[src/rtl/pdm_mic_pkg.sv]
// Package for the PDM output interface.
// Holds the power-state encoding that the controller and the output stage share.
package pdm_mic_pkg;

    typedef enum logic [1:0] {
        PWR_SLEEP  = 2'd0,
        PWR_SETTLE = 2'd1,
        PWR_ACTIVE = 2'd2
    } pwr_state_t;

endpackage

[src/rtl/pdm_edge_sync.sv]
// Synchroniser and edge detector for the incoming bit clock.
// The asynchronous input passes through SYNC_STAGES flops, and one more flop
// gives the edge compare. Assumes each input level lasts two or more ref cycles.
module pdm_edge_sync #(
    parameter int SYNC_STAGES = 2
) (
    input  logic clk,
    input  logic rst_n,
    input  logic async_in,
    output logic rise_p,
    output logic fall_p
);

    logic [SYNC_STAGES:0] pipe_q;

    // Shift the asynchronous level through the synchroniser chain.
    always_ff @(posedge clk) begin
        if (!rst_n) begin
            pipe_q <= '0;
        end else begin
            pipe_q <= {pipe_q[SYNC_STAGES-1:0], async_in};
        end
    end

    // Compare the last synchronised level with the one before it.
    always_comb begin
        rise_p = pipe_q[SYNC_STAGES-1] & ~pipe_q[SYNC_STAGES];
        fall_p = ~pipe_q[SYNC_STAGES-1] & pipe_q[SYNC_STAGES];
    end

endmodule

[src/rtl/pdm_rate_monitor.sv]
// Bit-clock rate monitor.
// Counts edge pulses over a window of WIN_CYC reference cycles. At the end of
// each window it pulses win_done for one cycle, together with two verdicts:
// rate_fast (count >= WAKE_EDGES) and rate_slow (count <= SLEEP_EDGES).
// The counter stops at WAKE_EDGES, because no verdict needs a higher value.
// Assumes SLEEP_EDGES < WAKE_EDGES and WIN_CYC >= 2.
module pdm_rate_monitor #(
    parameter int WIN_CYC     = 12500,
    parameter int WAKE_EDGES  = 15,
    parameter int SLEEP_EDGES = 3
) (
    input  logic clk,
    input  logic rst_n,
    input  logic edge_p,
    output logic win_done,
    output logic rate_fast,
    output logic rate_slow
);

    localparam int WW = $clog2(WIN_CYC);
    localparam int CW = $clog2(WAKE_EDGES + 1);

    logic [WW-1:0] win_cnt_q;
    logic [CW-1:0] edge_cnt_q;
    logic [CW-1:0] cnt_now;
    logic          win_end;

    // Work out the edge count including this cycle's pulse, stopping at the cap.
    always_comb begin
        win_end = (win_cnt_q == WW'(WIN_CYC - 1));
        cnt_now = edge_cnt_q;
        if (edge_p && (edge_cnt_q != CW'(WAKE_EDGES))) begin
            cnt_now = edge_cnt_q + CW'(1);
        end
    end

    // Step the window, and pass the verdicts on when a window closes.
    always_ff @(posedge clk) begin
        if (!rst_n) begin
            win_cnt_q  <= '0;
            edge_cnt_q <= '0;
            win_done   <= 1'b0;
            rate_fast  <= 1'b0;
            rate_slow  <= 1'b0;
        end else begin
            win_done <= win_end;
            if (win_end) begin
                win_cnt_q  <= '0;
                edge_cnt_q <= '0;
                rate_fast  <= (cnt_now >= CW'(WAKE_EDGES));
                rate_slow  <= (cnt_now <= CW'(SLEEP_EDGES));
            end else begin
                win_cnt_q  <= win_cnt_q + WW'(1);
                edge_cnt_q <= cnt_now;
            end
        end
    end

    AST_WIN_SPACING: assert property (@(posedge clk) disable iff (!rst_n)
        win_done |=> !win_done);

endmodule

[src/rtl/pdm_power_ctrl.sv]
// Sleep / settle / active controller.
// Acts on the window verdicts only. A slow window sends any state to sleep,
// and a fast window wakes a sleeping block into the settle phase. The settle
// phase lasts SETTLE_EDGES drive edges, then the block becomes active.
// settle_odd is the low bit of the settle edge index.
// Assumes SETTLE_EDGES >= 1.
module pdm_power_ctrl
    import pdm_mic_pkg::*;
#(
    parameter int SETTLE_EDGES = 16
) (
    input  logic       clk,
    input  logic       rst_n,
    input  logic       win_done,
    input  logic       rate_fast,
    input  logic       rate_slow,
    input  logic       drv_evt,
    output pwr_state_t state,
    output logic       settle_odd
);

    localparam int SW = (SETTLE_EDGES > 1) ? $clog2(SETTLE_EDGES) : 1;

    logic [SW-1:0] scnt_q;

    // Move between states on window verdicts and count the settle edges.
    always_ff @(posedge clk) begin
        if (!rst_n) begin
            state  <= PWR_SLEEP;
            scnt_q <= '0;
        end else begin
            case (state)
                PWR_SLEEP: begin
                    if (win_done && rate_fast) begin
                        state  <= PWR_SETTLE;
                        scnt_q <= '0;
                    end
                end
                PWR_SETTLE: begin
                    if (win_done && rate_slow) begin
                        state <= PWR_SLEEP;
                    end else if (drv_evt) begin
                        if (scnt_q == SW'(SETTLE_EDGES - 1)) begin
                            state <= PWR_ACTIVE;
                        end else begin
                            scnt_q <= scnt_q + SW'(1);
                        end
                    end
                end
                PWR_ACTIVE: begin
                    if (win_done && rate_slow) begin
                        state <= PWR_SLEEP;
                    end
                end
                default: state <= PWR_SLEEP;
            endcase
        end
    end

    // Pass the settle index parity on to the output stage.
    always_comb settle_odd = scnt_q[0];

    AST_WAKE_NEEDS_FAST: assert property (@(posedge clk) disable iff (!rst_n)
        ($past(state) == PWR_SLEEP && state != PWR_SLEEP) |-> $past(win_done && rate_fast));

    AST_SLEEP_NEEDS_SLOW: assert property (@(posedge clk) disable iff (!rst_n)
        ($past(state) != PWR_SLEEP && state == PWR_SLEEP) |-> $past(win_done && rate_slow));

    AST_WAKE_VIA_SETTLE: assert property (@(posedge clk) disable iff (!rst_n)
        ($past(state) == PWR_SLEEP) |-> (state != PWR_ACTIVE));

endmodule

[src/rtl/pdm_out_stage.sv]
// Drive/release stage for the shared data wire.
// A drive event turns the enable on and loads a bit. A release event turns the
// enable off. In sleep the enable is held off. SETTLE_DRIVE chooses what the
// settle phase sends: an alternating 1/0 pattern, or a released wire.
module pdm_out_stage
    import pdm_mic_pkg::*;
#(
    parameter bit SETTLE_DRIVE = 1'b1
) (
    input  logic       clk,
    input  logic       rst_n,
    input  logic       drv_evt,
    input  logic       rel_evt,
    input  pwr_state_t state,
    input  logic       settle_odd,
    input  logic       mod_bit,
    output logic       dout,
    output logic       dout_oe
);

    logic settle_oe;
    logic settle_bit;

    generate
        if (SETTLE_DRIVE) begin : g_settle_pattern
            // Settle phase sends 1 on even settle edges and 0 on odd ones.
            always_comb begin
                settle_oe  = 1'b1;
                settle_bit = ~settle_odd;
            end
        end else begin : g_settle_quiet
            // Settle phase leaves the wire released.
            always_comb begin
                settle_oe  = 1'b0;
                settle_bit = 1'b0;
            end
        end
    endgenerate

    // Update enable and data on drive and release events.
    always_ff @(posedge clk) begin
        if (!rst_n) begin
            dout_oe <= 1'b0;
            dout    <= 1'b0;
        end else if (state == PWR_SLEEP) begin
            dout_oe <= 1'b0;
        end else if (drv_evt) begin
            if (state == PWR_ACTIVE) begin
                dout_oe <= 1'b1;
                dout    <= mod_bit;
            end else begin
                dout_oe <= settle_oe;
                dout    <= settle_bit;
            end
        end else if (rel_evt) begin
            dout_oe <= 1'b0;
        end
    end

    AST_SLEEP_RELEASED: assert property (@(posedge clk) disable iff (!rst_n)
        (state == PWR_SLEEP && $past(state) == PWR_SLEEP) |-> !dout_oe);

    AST_DATA_FOLLOWS_INPUT: assert property (@(posedge clk) disable iff (!rst_n)
        (drv_evt && state == PWR_ACTIVE) |=> (dout_oe && dout == $past(mod_bit)));

    AST_RELEASE_ON_OPPOSITE: assert property (@(posedge clk) disable iff (!rst_n)
        rel_evt |=> !dout_oe);

endmodule

[src/rtl/pdm_mic_port.sv]
// PDM microphone output interface, top level.
// Synchronises the bit clock, measures its rate to decide sleep or wake,
// and drives the shared data wire during the half period that chan_sel picks.
// Wake and sleep thresholds come from frequencies in kHz, converted to edge
// counts per window. Assumes bclk runs well below REF_KHZ / 4.
module pdm_mic_port
    import pdm_mic_pkg::*;
#(
    parameter int REF_KHZ      = 250000,
    parameter int WAKE_KHZ     = 300,
    parameter int SLEEP_KHZ    = 70,
    parameter int WIN_CYC      = 12500,
    parameter int SETTLE_EDGES = 16,
    parameter bit SETTLE_DRIVE = 1'b1,
    parameter int SYNC_STAGES  = 2
) (
    input  logic ref_clk,
    input  logic rst_n,
    input  logic bclk,
    input  logic chan_sel,
    input  logic mod_bit,
    output logic dout,
    output logic dout_oe
);

    localparam int WAKE_EDGES  = (WAKE_KHZ * WIN_CYC + REF_KHZ - 1) / REF_KHZ;
    localparam int SLEEP_EDGES = (SLEEP_KHZ * WIN_CYC) / REF_KHZ;

    logic       bclk_rise;
    logic       bclk_fall;
    logic       drv_evt;
    logic       rel_evt;
    logic       win_done;
    logic       rate_fast;
    logic       rate_slow;
    logic       settle_odd;
    pwr_state_t pwr_state;

    pdm_edge_sync #(
        .SYNC_STAGES(SYNC_STAGES)
    ) u_sync (
        .clk     (ref_clk),
        .rst_n   (rst_n),
        .async_in(bclk),
        .rise_p  (bclk_rise),
        .fall_p  (bclk_fall)
    );

    pdm_rate_monitor #(
        .WIN_CYC    (WIN_CYC),
        .WAKE_EDGES (WAKE_EDGES),
        .SLEEP_EDGES(SLEEP_EDGES)
    ) u_rate (
        .clk      (ref_clk),
        .rst_n    (rst_n),
        .edge_p   (bclk_rise),
        .win_done (win_done),
        .rate_fast(rate_fast),
        .rate_slow(rate_slow)
    );

    // Pick which bit-clock edge drives and which releases.
    always_comb begin
        drv_evt = chan_sel ? bclk_rise : bclk_fall;
        rel_evt = chan_sel ? bclk_fall : bclk_rise;
    end

    pdm_power_ctrl #(
        .SETTLE_EDGES(SETTLE_EDGES)
    ) u_power (
        .clk       (ref_clk),
        .rst_n     (rst_n),
        .win_done  (win_done),
        .rate_fast (rate_fast),
        .rate_slow (rate_slow),
        .drv_evt   (drv_evt),
        .state     (pwr_state),
        .settle_odd(settle_odd)
    );

    pdm_out_stage #(
        .SETTLE_DRIVE(SETTLE_DRIVE)
    ) u_out (
        .clk       (ref_clk),
        .rst_n     (rst_n),
        .drv_evt   (drv_evt),
        .rel_evt   (rel_evt),
        .state     (pwr_state),
        .settle_odd(settle_odd),
        .mod_bit   (mod_bit),
        .dout      (dout),
        .dout_oe   (dout_oe)
    );

    AST_DRIVE_ONLY_ON_SELECTED_EDGE: assert property (@(posedge ref_clk) disable iff (!rst_n)
        $rose(dout_oe) |-> $past(drv_evt));

endmodule

[config.mk]
export PLATFORM = sky130hd
export DESIGN_NAME = pdm_mic_port
export DESIGN_NICKNAME = d
export VERILOG_FILES = /design/src/rtl/pdm_mic_pkg.sv /design/src/rtl/pdm_edge_sync.sv /design/src/rtl/pdm_rate_monitor.sv /design/src/rtl/pdm_power_ctrl.sv /design/src/rtl/pdm_out_stage.sv /design/src/rtl/pdm_mic_port.sv
export SDC_FILE = /design/constraint.sdc
export NUM_CORES = 1
export LEC_CHECK = 0
export BUFFER_PORTS_ARGS = -buffer_cell sky130_fd_sc_hd__buf_4
export CORE_UTILIZATION = 54
export CTS_CLUSTER_SIZE = 30
export DETAILED_ROUTE_END_ITERATION = 7
export PLACE_DENSITY = 0.71
export SETUP_SLACK_MARGIN = 0.3
export SLEW_MARGIN = 30
export SYNTH_ARGS = -nofsm -noshare
export SYNTH_HDL_FRONTEND = slang
export SYNTH_SLANG_ARGS = --single-unit
export TNS_END_PERCENT = 5
[constraint.sdc]
create_clock -name ref_clk -period 2.1 [get_ports ref_clk]
set_input_delay 0.105 -clock ref_clk [delete_from_list [all_inputs] [get_ports ref_clk]]
set_output_delay 0.105 -clock ref_clk [all_outputs]
set_load 0.02 [all_outputs]
## Word-level counts from Yosys, hierarchy flattened

Index checks and enable logic that the tools add are counted.

| storage, ports and cells | value |
|---|---|
| register bits | 32 |
| bits of input ports | 5 |
| output and inout port bits | 2 |
| word-level logic and storage cells | 62 |

| cells by class | value |
|---|---|
| add/sub/neg operators | 3 |
| $lt $le $gt $ge | 2 |
| equal/unequal tests | 12 |
| multiplexer cells | 17 |
| bitwise logic cells | 7 |
| reductions and logical operators | 11 |

Operator list:

| operator | number |
|---|---|
| $mux 4 | 5 |
| $add 14x1->14 const B | 1 |
| $eq 14x14->1 const B | 1 |
| $mux 2 | 5 |
| $ne 2x2->1 const B | 5 |
| $add 4x1->4 const B | 2 |
| $pmux 4 s2 | 1 |
| $pmux 2 s3 | 1 |
| $mux 1 | 5 |
| $not 1->1 | 5 |
| $reduce_and 5->1 | 1 |
| $eq 4x4->1 const B | 1 |
| $ge 4x4->1 const B | 1 |
| $le 4x2->1 const B | 1 |
| $ne 4x4->1 const B | 1 |
| $reduce_and 4->1 | 1 |
| $reduce_bool 2->1 | 2 |
| $reduce_or 2->1 | 2 |
| $logic_and 1x1->1 | 3 |
| $ne 3x1->1 const B | 1 |
| $ne 3x2->1 const B | 1 |
| $and 1x1->1 | 2 |
| $eq 2x1->1 const B | 1 |
| $eq 2x2->1 const B | 1 |
| other kinds (2) | 2 |

## Longest topological paths before layout

Gate-level depths: netlist of the first run.

| depth | value |
|---|---|
| depth in word-level cells | 6 |
| depth in mapped cells | 6 |
| depth with buffers taken out | 5 |

## By module

From an unflattened synthesis of the first run, not the netlist that was laid out.

| second synthesis, totals | value |
|---|---|
| cells, all modules | 171 |
| area total of the unflattened synthesis | 1,531.5 um^2 |

Modules (own cells, without submodules):

| module | instances | cells each | area each (um^2) | sequential area each (um^2) |
|---|---|---|---|---|
| pdm_rate_monitor | 1 | 106 | 975.9 | 420.4 |
| pdm_power_ctrl | 1 | 45 | 352.8 | 120.1 |
| pdm_edge_sync | 1 | 8 | 91.3 | 60.1 |
| pdm_out_stage | 1 | 10 | 88.8 | 40.0 |
| pdm_mic_port | 1 | 2 | 22.5 | 0.0 |

## Worst setup path before layout of the first run

OpenSTA, ideal clock, no wires.

| timing path | value |
|---|---|
| path type | flip-flop to flip-flop |
| start | register u_rate.win_cnt_q[5] |
| end | register u_rate.win_cnt_q[8] |
| setup time | 115 ps |
| data arrival time | 1,577 ps |
| data required time | 1,985 ps |
| slack | 408 ps |
| cell stages (with the launch flop) | 6 |
| buffers on the path | 1 |
| period minus slack after synthesis | 1,692 ps |
| cells stage by stage | dfxtp_1 > or3_1 > or4_4 > nand2_4 > buf_6 > nor2_1 |

| on the way | value |
|---|---|
| longest elaborated chain between the ends | 2 |
| elaborated cells on any way between the ends | 3 |
| classes of those cells | add/sub: 1; eq/ne: 1; reduce/logical: 1 |

RTL lines:

| item | RTL line | RTL |
|---|---|---|
| start, declared | pdm_rate_monitor.sv:23 | `logic [WW-1:0] win_cnt_q;` |
| start signal, assigned | pdm_rate_monitor.sv:53 | `win_cnt_q <= win_cnt_q + WW'(1);` |
| parallel branches: the longest is 2 deep, another holds $add 14x1->14 | - |  |

Several ways; the timed one is not identified.
A chain may end at the register's enable or synchronous reset.

## Worst setup path after layout of the first run

| timing path | value |
|---|---|
| start | register u_rate.win_cnt_q[13] |
| end | register u_rate.edge_cnt_q[3] |

| on the way | value |
|---|---|
| longest elaborated chain between the ends | 2 |

RTL lines:

| item | RTL line | RTL |
|---|---|---|
| $eq 14x14->1 | pdm_rate_monitor.sv:30 | `win_end = (win_cnt_q == WW'(WIN_CYC - 1));` |
| $reduce_or 2->1 (no source line) | - |  |
| end signal, assigned | pdm_rate_monitor.sv:54 | `edge_cnt_q <= cnt_now;` |
| end, declared | pdm_rate_monitor.sv:24 | `logic [CW-1:0] edge_cnt_q;` |

Every way passes these cells.

==> results.ini, run 1 <==
[status]
status=finished clean

[yosys]
synth_area_um2=1510
synth_top_family_by_area=simple AND/OR/NAND/NOR gates
synthSimpleGateAreaFrac_pct=32.4
synthArstFlopShare_pct=0
synthXorXnorAreaFrac_pct=6.39
synthDistinctLibCells=38
synth_edf_count=0
synth_compound_area_share_pct=12.1
muxShareOfSynthArea_pct=1.33
seq_area_frac_synth_pct=42.5
synth_fp_nets=182
synth_area_per_cell_um2=8.66
syn_inst=174
ys_warn_count=0
ys.flop_type=dfxtp_1
synthAdderAreaFrac_pct=2.49
ys_ff_latch=32

[power_and_ir_drop]
power_mw=0.984
p_comb_share_pct=4.3
p_leak_nw=0.618
intPower_mw=0.759
switching_share_pct=22.9
ir_drop_v=0.000432
seqPwrFrac_pct=63.6
power_frac_clock_pct=32.1
p_switching_mw=0.226
p_per_area_nw_per_um2=596

[sta]
min_period_over_period_pct=83.9
slew_headroom_pct=67.3
worstMarginPinSlew_ps=490
fin_tns_setup_ps=0
fmax_ghz=0.568
clock_skew_ps=5.31
report.final.slew_viol_count=0
rsz0062_at_grt=true
period_minus_slack_ps=1760
setup_viol=0
hold_viol_final=0

[detailed_routing]
remaining_drc_errors=0
via_count=1287
wire_per_inst_um=13.5
totalWireLength_mm=2.90
ant_nets=0
initialDrtViolationCount=35
vias_per_cell=6.01
dr.pass1.iters=6

[floorplanning]
core_area_um2=2570
initial_core_util_pct=58.7
rows=18
die_w_um=54.8
die_h_um=54.8
dieArea_um2=3010
io_pins=7

[setup_path]
crit_fanout=16
crit_arrival_ps=1970
cp.required_ps=2310
start_kind=flop
worstSetupPathType=reg2reg
endpoint_kind=flop

[cts]
numCtsBuffers=5
cts.sinks=32
ctsHtreeMaxLevel=2
cts_buffer_depth=2
tritoncts=done
clkTransAtPathRegs_ps=90
clk_latency_ps=320
root_buffer=clkbuf_4

[layout]
finish.instance_area_um2=1650
area_growth_pct=9.54
final_common_cell=dfxtp_1
num_antenna_cells=0
drive_gt1_share_pct=11.4
finish.net_count=192
final_cell_mix=30 x dfxtp_1, 18 x nor2_1, 13 x nand2_1

[global_route]
grt_max_degree=17
grt-ovfl-total=0
grt_pass1_wl_mm=4.53
grt_pass1_vias=1125
antenna_found_initial=0
grtUsageTotal_pct=22.0

[place]
place_congestion=0.818
placed_area_um2=1570
hpwlAfterDp_mm=2.04
io_buffers=6

[job]
cap_viol_max_count=0

[hold_path]
hold_path.class=in2reg

-- critical path, stage by stage (launching register included) --
cell and delay, ps:
dfxtp_1 370, or4bb_1 510, or4_4 560, nand2_8 140
a211oi_1 70
-- per-layer routing --
metal  vias to the layer above  GRT usage (%)  share of wire, %
met4                         0           13.2               1.9
li1                        640              -                 -
met3                         7           5.83               4.3
met2                        36           38.8                48
met1                       604           23.1                45
met5                         -              0                 0
-- stage by stage --
| stage | utilization, % | instances | hold WS [ps] | setup slack, ps |
|---|---|---|---|---|
| 2_1_floorplan | - | 174 | 232 | 408 |
| 5_1_grt | 64.3 | 214 | 116 | 293 |
| 6_report | 64.3 | 214 | 112 | 338 |
| 3_3_place_gp | 61.1 | 206 | 315 | 409 |
| 3_5_place_dp | 61.1 | 206 | 319 | 330 |
| 4_1_cts | 63.3 | 214 | 91.5 | 308 |
-- sequential cells by signal, indices dropped and copies added (netlist names) --
signal             flops
u_rate.win_cnt_q      14
u_power.state          2
u_rate.rate_slow       1
u_out.dout_oe          1
u_rate.edge_cnt_q      4
u_rate.win_done        1
u_rate.rate_fast       1
u_power.scnt_q         4
u_out.dout             1
u_sync.pipe_q          3
-- power groups by stage --
stage	sequential [mW]	clock (mW)	combinational, mW
final	0.626	0.316	0.0426
after global routing	0.628	0.349	0.0477
after CTS	0.625	0.328	0.0411
after detailed placement	0.639	0	0.0390
after global placement	0.639	0	0.0387
after floorplan	0.637	0	0.0281
-- path summary, 6_finish.rpt --
check,startpoint,depth (start not counted),to,slack [ps]
worst max-delay path,u_rate.win_cnt_q[13],4,u_rate.edge_cnt_q[3],340
worst min-delay path,rst_n,3,u_power.state[1],110
worst max register to register,u_rate.win_cnt_q[13],4,u_rate.edge_cnt_q[3],340
worst min register to register,u_sync.pipe_q[0],1,u_sync.pipe_q[1],450
-- final cells by class --
cell class,instances,area (um2)
tap,30,37.5
sequential,32,643
clock buffer,6,41.3
timing repair buffer,7,55.1
multi-input combinational,133,851
fill,230,916
clock inverter,1,5.00
inverter,5,18.8
-- cells by family after synthesis --
kind of cell             count (synthesis)
multiplexers                             2
adder cells (fa/ha/maj)                  3
AND/OR/NAND/NOR                         87
XOR/XNOR                                11
buffers and inverters                    9
AO/OA/AOI/OAI                           30
flip-flops                              32
-- cell usage after synthesis, types with 4 or more instances --
cell	n	area, um2
and2_1	5	31.3
nor2_1	18	67.6
a21oi_1	9	45.0
and3_1	6	37.5
nand4_1	7	43.8
xnor2_1	4	35.0
nand3_1	11	55.1
xor2_1	7	61.3
nand2_1	13	48.8
o21a_1	4	30.0
inv_1	5	18.8
or3_1	4	25.0
o21ai_0	9	45.0
dfxtp_1	32	641
-- timing repair --
item | 4_1_cts | 5_1_grt
resized for setup | 0 | 6
endpoints found under the hold margin | 1 | 0
hold buffers | 1 | 0
buffers inserted | 0 | 0
endpoints found under the setup margin | 0 | 17
Note: power is estimated with default switching activity, not from simulation.
==> run 2, diff against run 1 <==
--- a/config.mk
+++ b/config.mk
@@ -6,10 +6,10 @@
 export NUM_CORES = 1
 export LEC_CHECK = 0
 export BUFFER_PORTS_ARGS = -buffer_cell sky130_fd_sc_hd__buf_4
-export CORE_UTILIZATION = 54
+export CORE_UTILIZATION = 53
 export CTS_CLUSTER_SIZE = 30
 export DETAILED_ROUTE_END_ITERATION = 7
-export PLACE_DENSITY = 0.71
+export PLACE_DENSITY = 0.73
 export SETUP_SLACK_MARGIN = 0.3
 export SLEW_MARGIN = 30
 export SYNTH_ARGS = -nofsm -noshare
==> constraint.sdc (replaced) <==
create_clock -name ref_clk -period 1.5 [get_ports ref_clk]
set_input_delay 0.075 -clock ref_clk [delete_from_list [all_inputs] [get_ports ref_clk]]
set_output_delay 0.075 -clock ref_clk [all_outputs]
set_load 0.02 [all_outputs]
==> results.ini, run 2 (same netlist as run 1, synthesis figures left out) <==
[cts]
cts_buffer_depth=2  ; unchanged
root_buffer=clkbuf_4  ; unchanged
ctsHtreeMaxLevel=2  ; unchanged
numCtsBuffers=5  ; unchanged
tritoncts=done  ; unchanged
clkTransAtPathRegs_ps=90  ; about the same
cts.sinks=32  ; unchanged
clk_latency_ps=330  ; was 320 ps
cts_setup_buffers=0  ; unchanged

[job]
cap_viol_max_count=0  ; unchanged

[floorplanning]
die_w_um=55.3  ; was 54.8 um
die_h_um=55.3  ; was 54.8 um
dieArea_um2=3060  ; was 3010 um2
core_area_um2=2590  ; was 2570 um2
io_pins=7  ; unchanged
initial_core_util_pct=58.2  ; was 58.7%
rows=18  ; unchanged

[setup_path]
crit_arrival_ps=1850  ; was 1970 ps
r2r_setup_slack_ps=-130  ; was 340 ps
endpoint_kind=flop  ; unchanged
crit_fanout=16  ; unchanged
worstSetupPathType=reg2reg  ; unchanged
cp.required_ps=1720  ; was 2310 ps
start_kind=flop  ; unchanged

[layout]
top_regs=u_rate.win_cnt_q (14), u_power.scnt_q (4), u_rate.edge_cnt_q (4)  ; unchanged
finish.instance_area_um2=1900  ; was 1650 um2
area_growth_pct=26.1  ; was 9.54%
drive_gt1_share_pct=28.4  ; was 11.4%
final_common_cell=buf_4  ; was dfxtp_1
largest_reg_flops=14  ; unchanged
n_fill_cell=213  ; was 230
fin_util_pct=73.4  ; was 64.3%
multiInputGateArea_um2=916  ; was 851 um2
finish.net_count=216  ; was 192
seq_area_um2=647  ; was 643 um2
final_cell_mix=30 x buf_4, 27 x dfxtp_1, 18 x nor2_1  ; was 30 x dfxtp_1, 18 x nor2_1, 13 x nand2_1
num_antenna_cells=0  ; unchanged
top_register=u_rate.win_cnt_q  ; unchanged

[global_route]
grt_max_degree=17  ; unchanged
grt-ovfl-total=0  ; unchanged
grtUsageTotal_pct=23.6  ; was 22.0%
grt_pass1_vias=1406  ; was 1125
antenna_found_initial=0  ; unchanged
grt_pass1_wl_mm=5.77  ; was 4.53 mm

[power_and_ir_drop]
p_per_area_nw_per_um2=737  ; was 596 nW/um2
ir_drop_v=0.000656  ; was 0.000432 V
power_mw=1.40  ; was 0.984 mW
p_leak_nw=0.753  ; was 0.618 nW

[hold_path]
hold_path.class=in2reg  ; unchanged

[sta]
report.final.slew_viol_count=0  ; unchanged
fmax_ghz=0.613  ; was 0.568 GHz
worst_slack_ps=-131  ; was 338 ps
setup_viol=19  ; was 0
min_period_over_period_pct=109  ; was 83.9%
worstMarginPinSlew_ps=379  ; was 490 ps
rsz0062_at_grt=true  ; unchanged
hold_viol_final=0  ; unchanged
slew_headroom_pct=74.5  ; was 67.3%
period_minus_slack_ps=1630  ; was 1760 ps
hold-worst-slack_ps=83.3  ; was 112 ps
clock_skew_ps=6.83  ; was 5.31 ps

[place]
place_congestion=0.882  ; was 0.818
io_buffers=6  ; unchanged
placed_area_um2=1750  ; was 1570 um2
hpwlAfterDp_mm=2.39  ; was 2.04 mm

[detailed_routing]
ant_nets=0  ; unchanged
via_count=1373  ; was 1287
remaining_drc_errors=0  ; unchanged
wire_per_inst_um=13.9  ; was 13.5 um
totalWireLength_mm=3.30  ; was 2.90 mm
dr.pass1.iters=4  ; was 6
vias_per_cell=5.77  ; was 6.01
initialDrtViolationCount=25  ; was 35

[status]
failed_checks=negative setup slack
status=finished, violations left  ; was finished clean

run 2: cell types whose count changed in the layout (fill, tap and decap cells not counted), sizes merged:
| cell | before | now |
|---|---|---|
| buf | 6 | 30 |
run 2: metrics by stage:
step                setup TNS (ps)  setup slack (ps)  cells
finish                       -2260              -131    238
global route                 -3380              -195    238
CTS                          -2290              -131    238
detailed placement           -2930              -174    230
global placement             -2410              -142    230
floorplan                    -2610              -192    174
run 2: layout make-up:
type                       count  share of cell area, %
clock buffer                   6                   2.17
clock inverter                 1                  0.263
inverter                       5                  0.987
multi-input combinational    133                   48.2
sequential                    32                   34.0
tap                           30                   1.97
timing repair buffer          31                   12.4
run 2: routing by layer:
layer	track usage, %	wire length [um]
met1	25.6	1410
met2	43.7	1730
met3	5.39	109
met4	9.64	49
met5	0	0
run 2: final timing paths:
check / start / to / cells after the start
setup / recovery: u_rate.win_cnt_q[5] / u_rate.win_cnt_q[13] / 4
hold / removal: rst_n / u_power.state[1] / 3
setup reg to reg: u_rate.win_cnt_q[5] / u_rate.win_cnt_q[13] / 4
hold reg to reg: u_sync.pipe_q[0] / u_sync.pipe_q[1] / 1
run 2: where the power goes:
group          total [mW]  switching [mW]  internal (mW)
logic              0.0895          0.0455         0.0440
clock network       0.443           0.270          0.172
registers           0.869         0.00766          0.861
total                1.40           0.323           1.08
run 2: worst max-delay path, stage by stage (launching register included):
cell and delay (ps):
dfxtp_1 330, or3_1 390, or4_4 600, nand2_8 150, a21oi_1 60
run 2: timing repair:
item | in CTS | in global routing
endpoints found under the hold margin | 1 | 0
setup endpoints to repair | 28 | 28
resized for setup | 17 | 6
hold buffers | 1 | 0
gates cloned | 0 | 0
pin swaps | 14 | 17
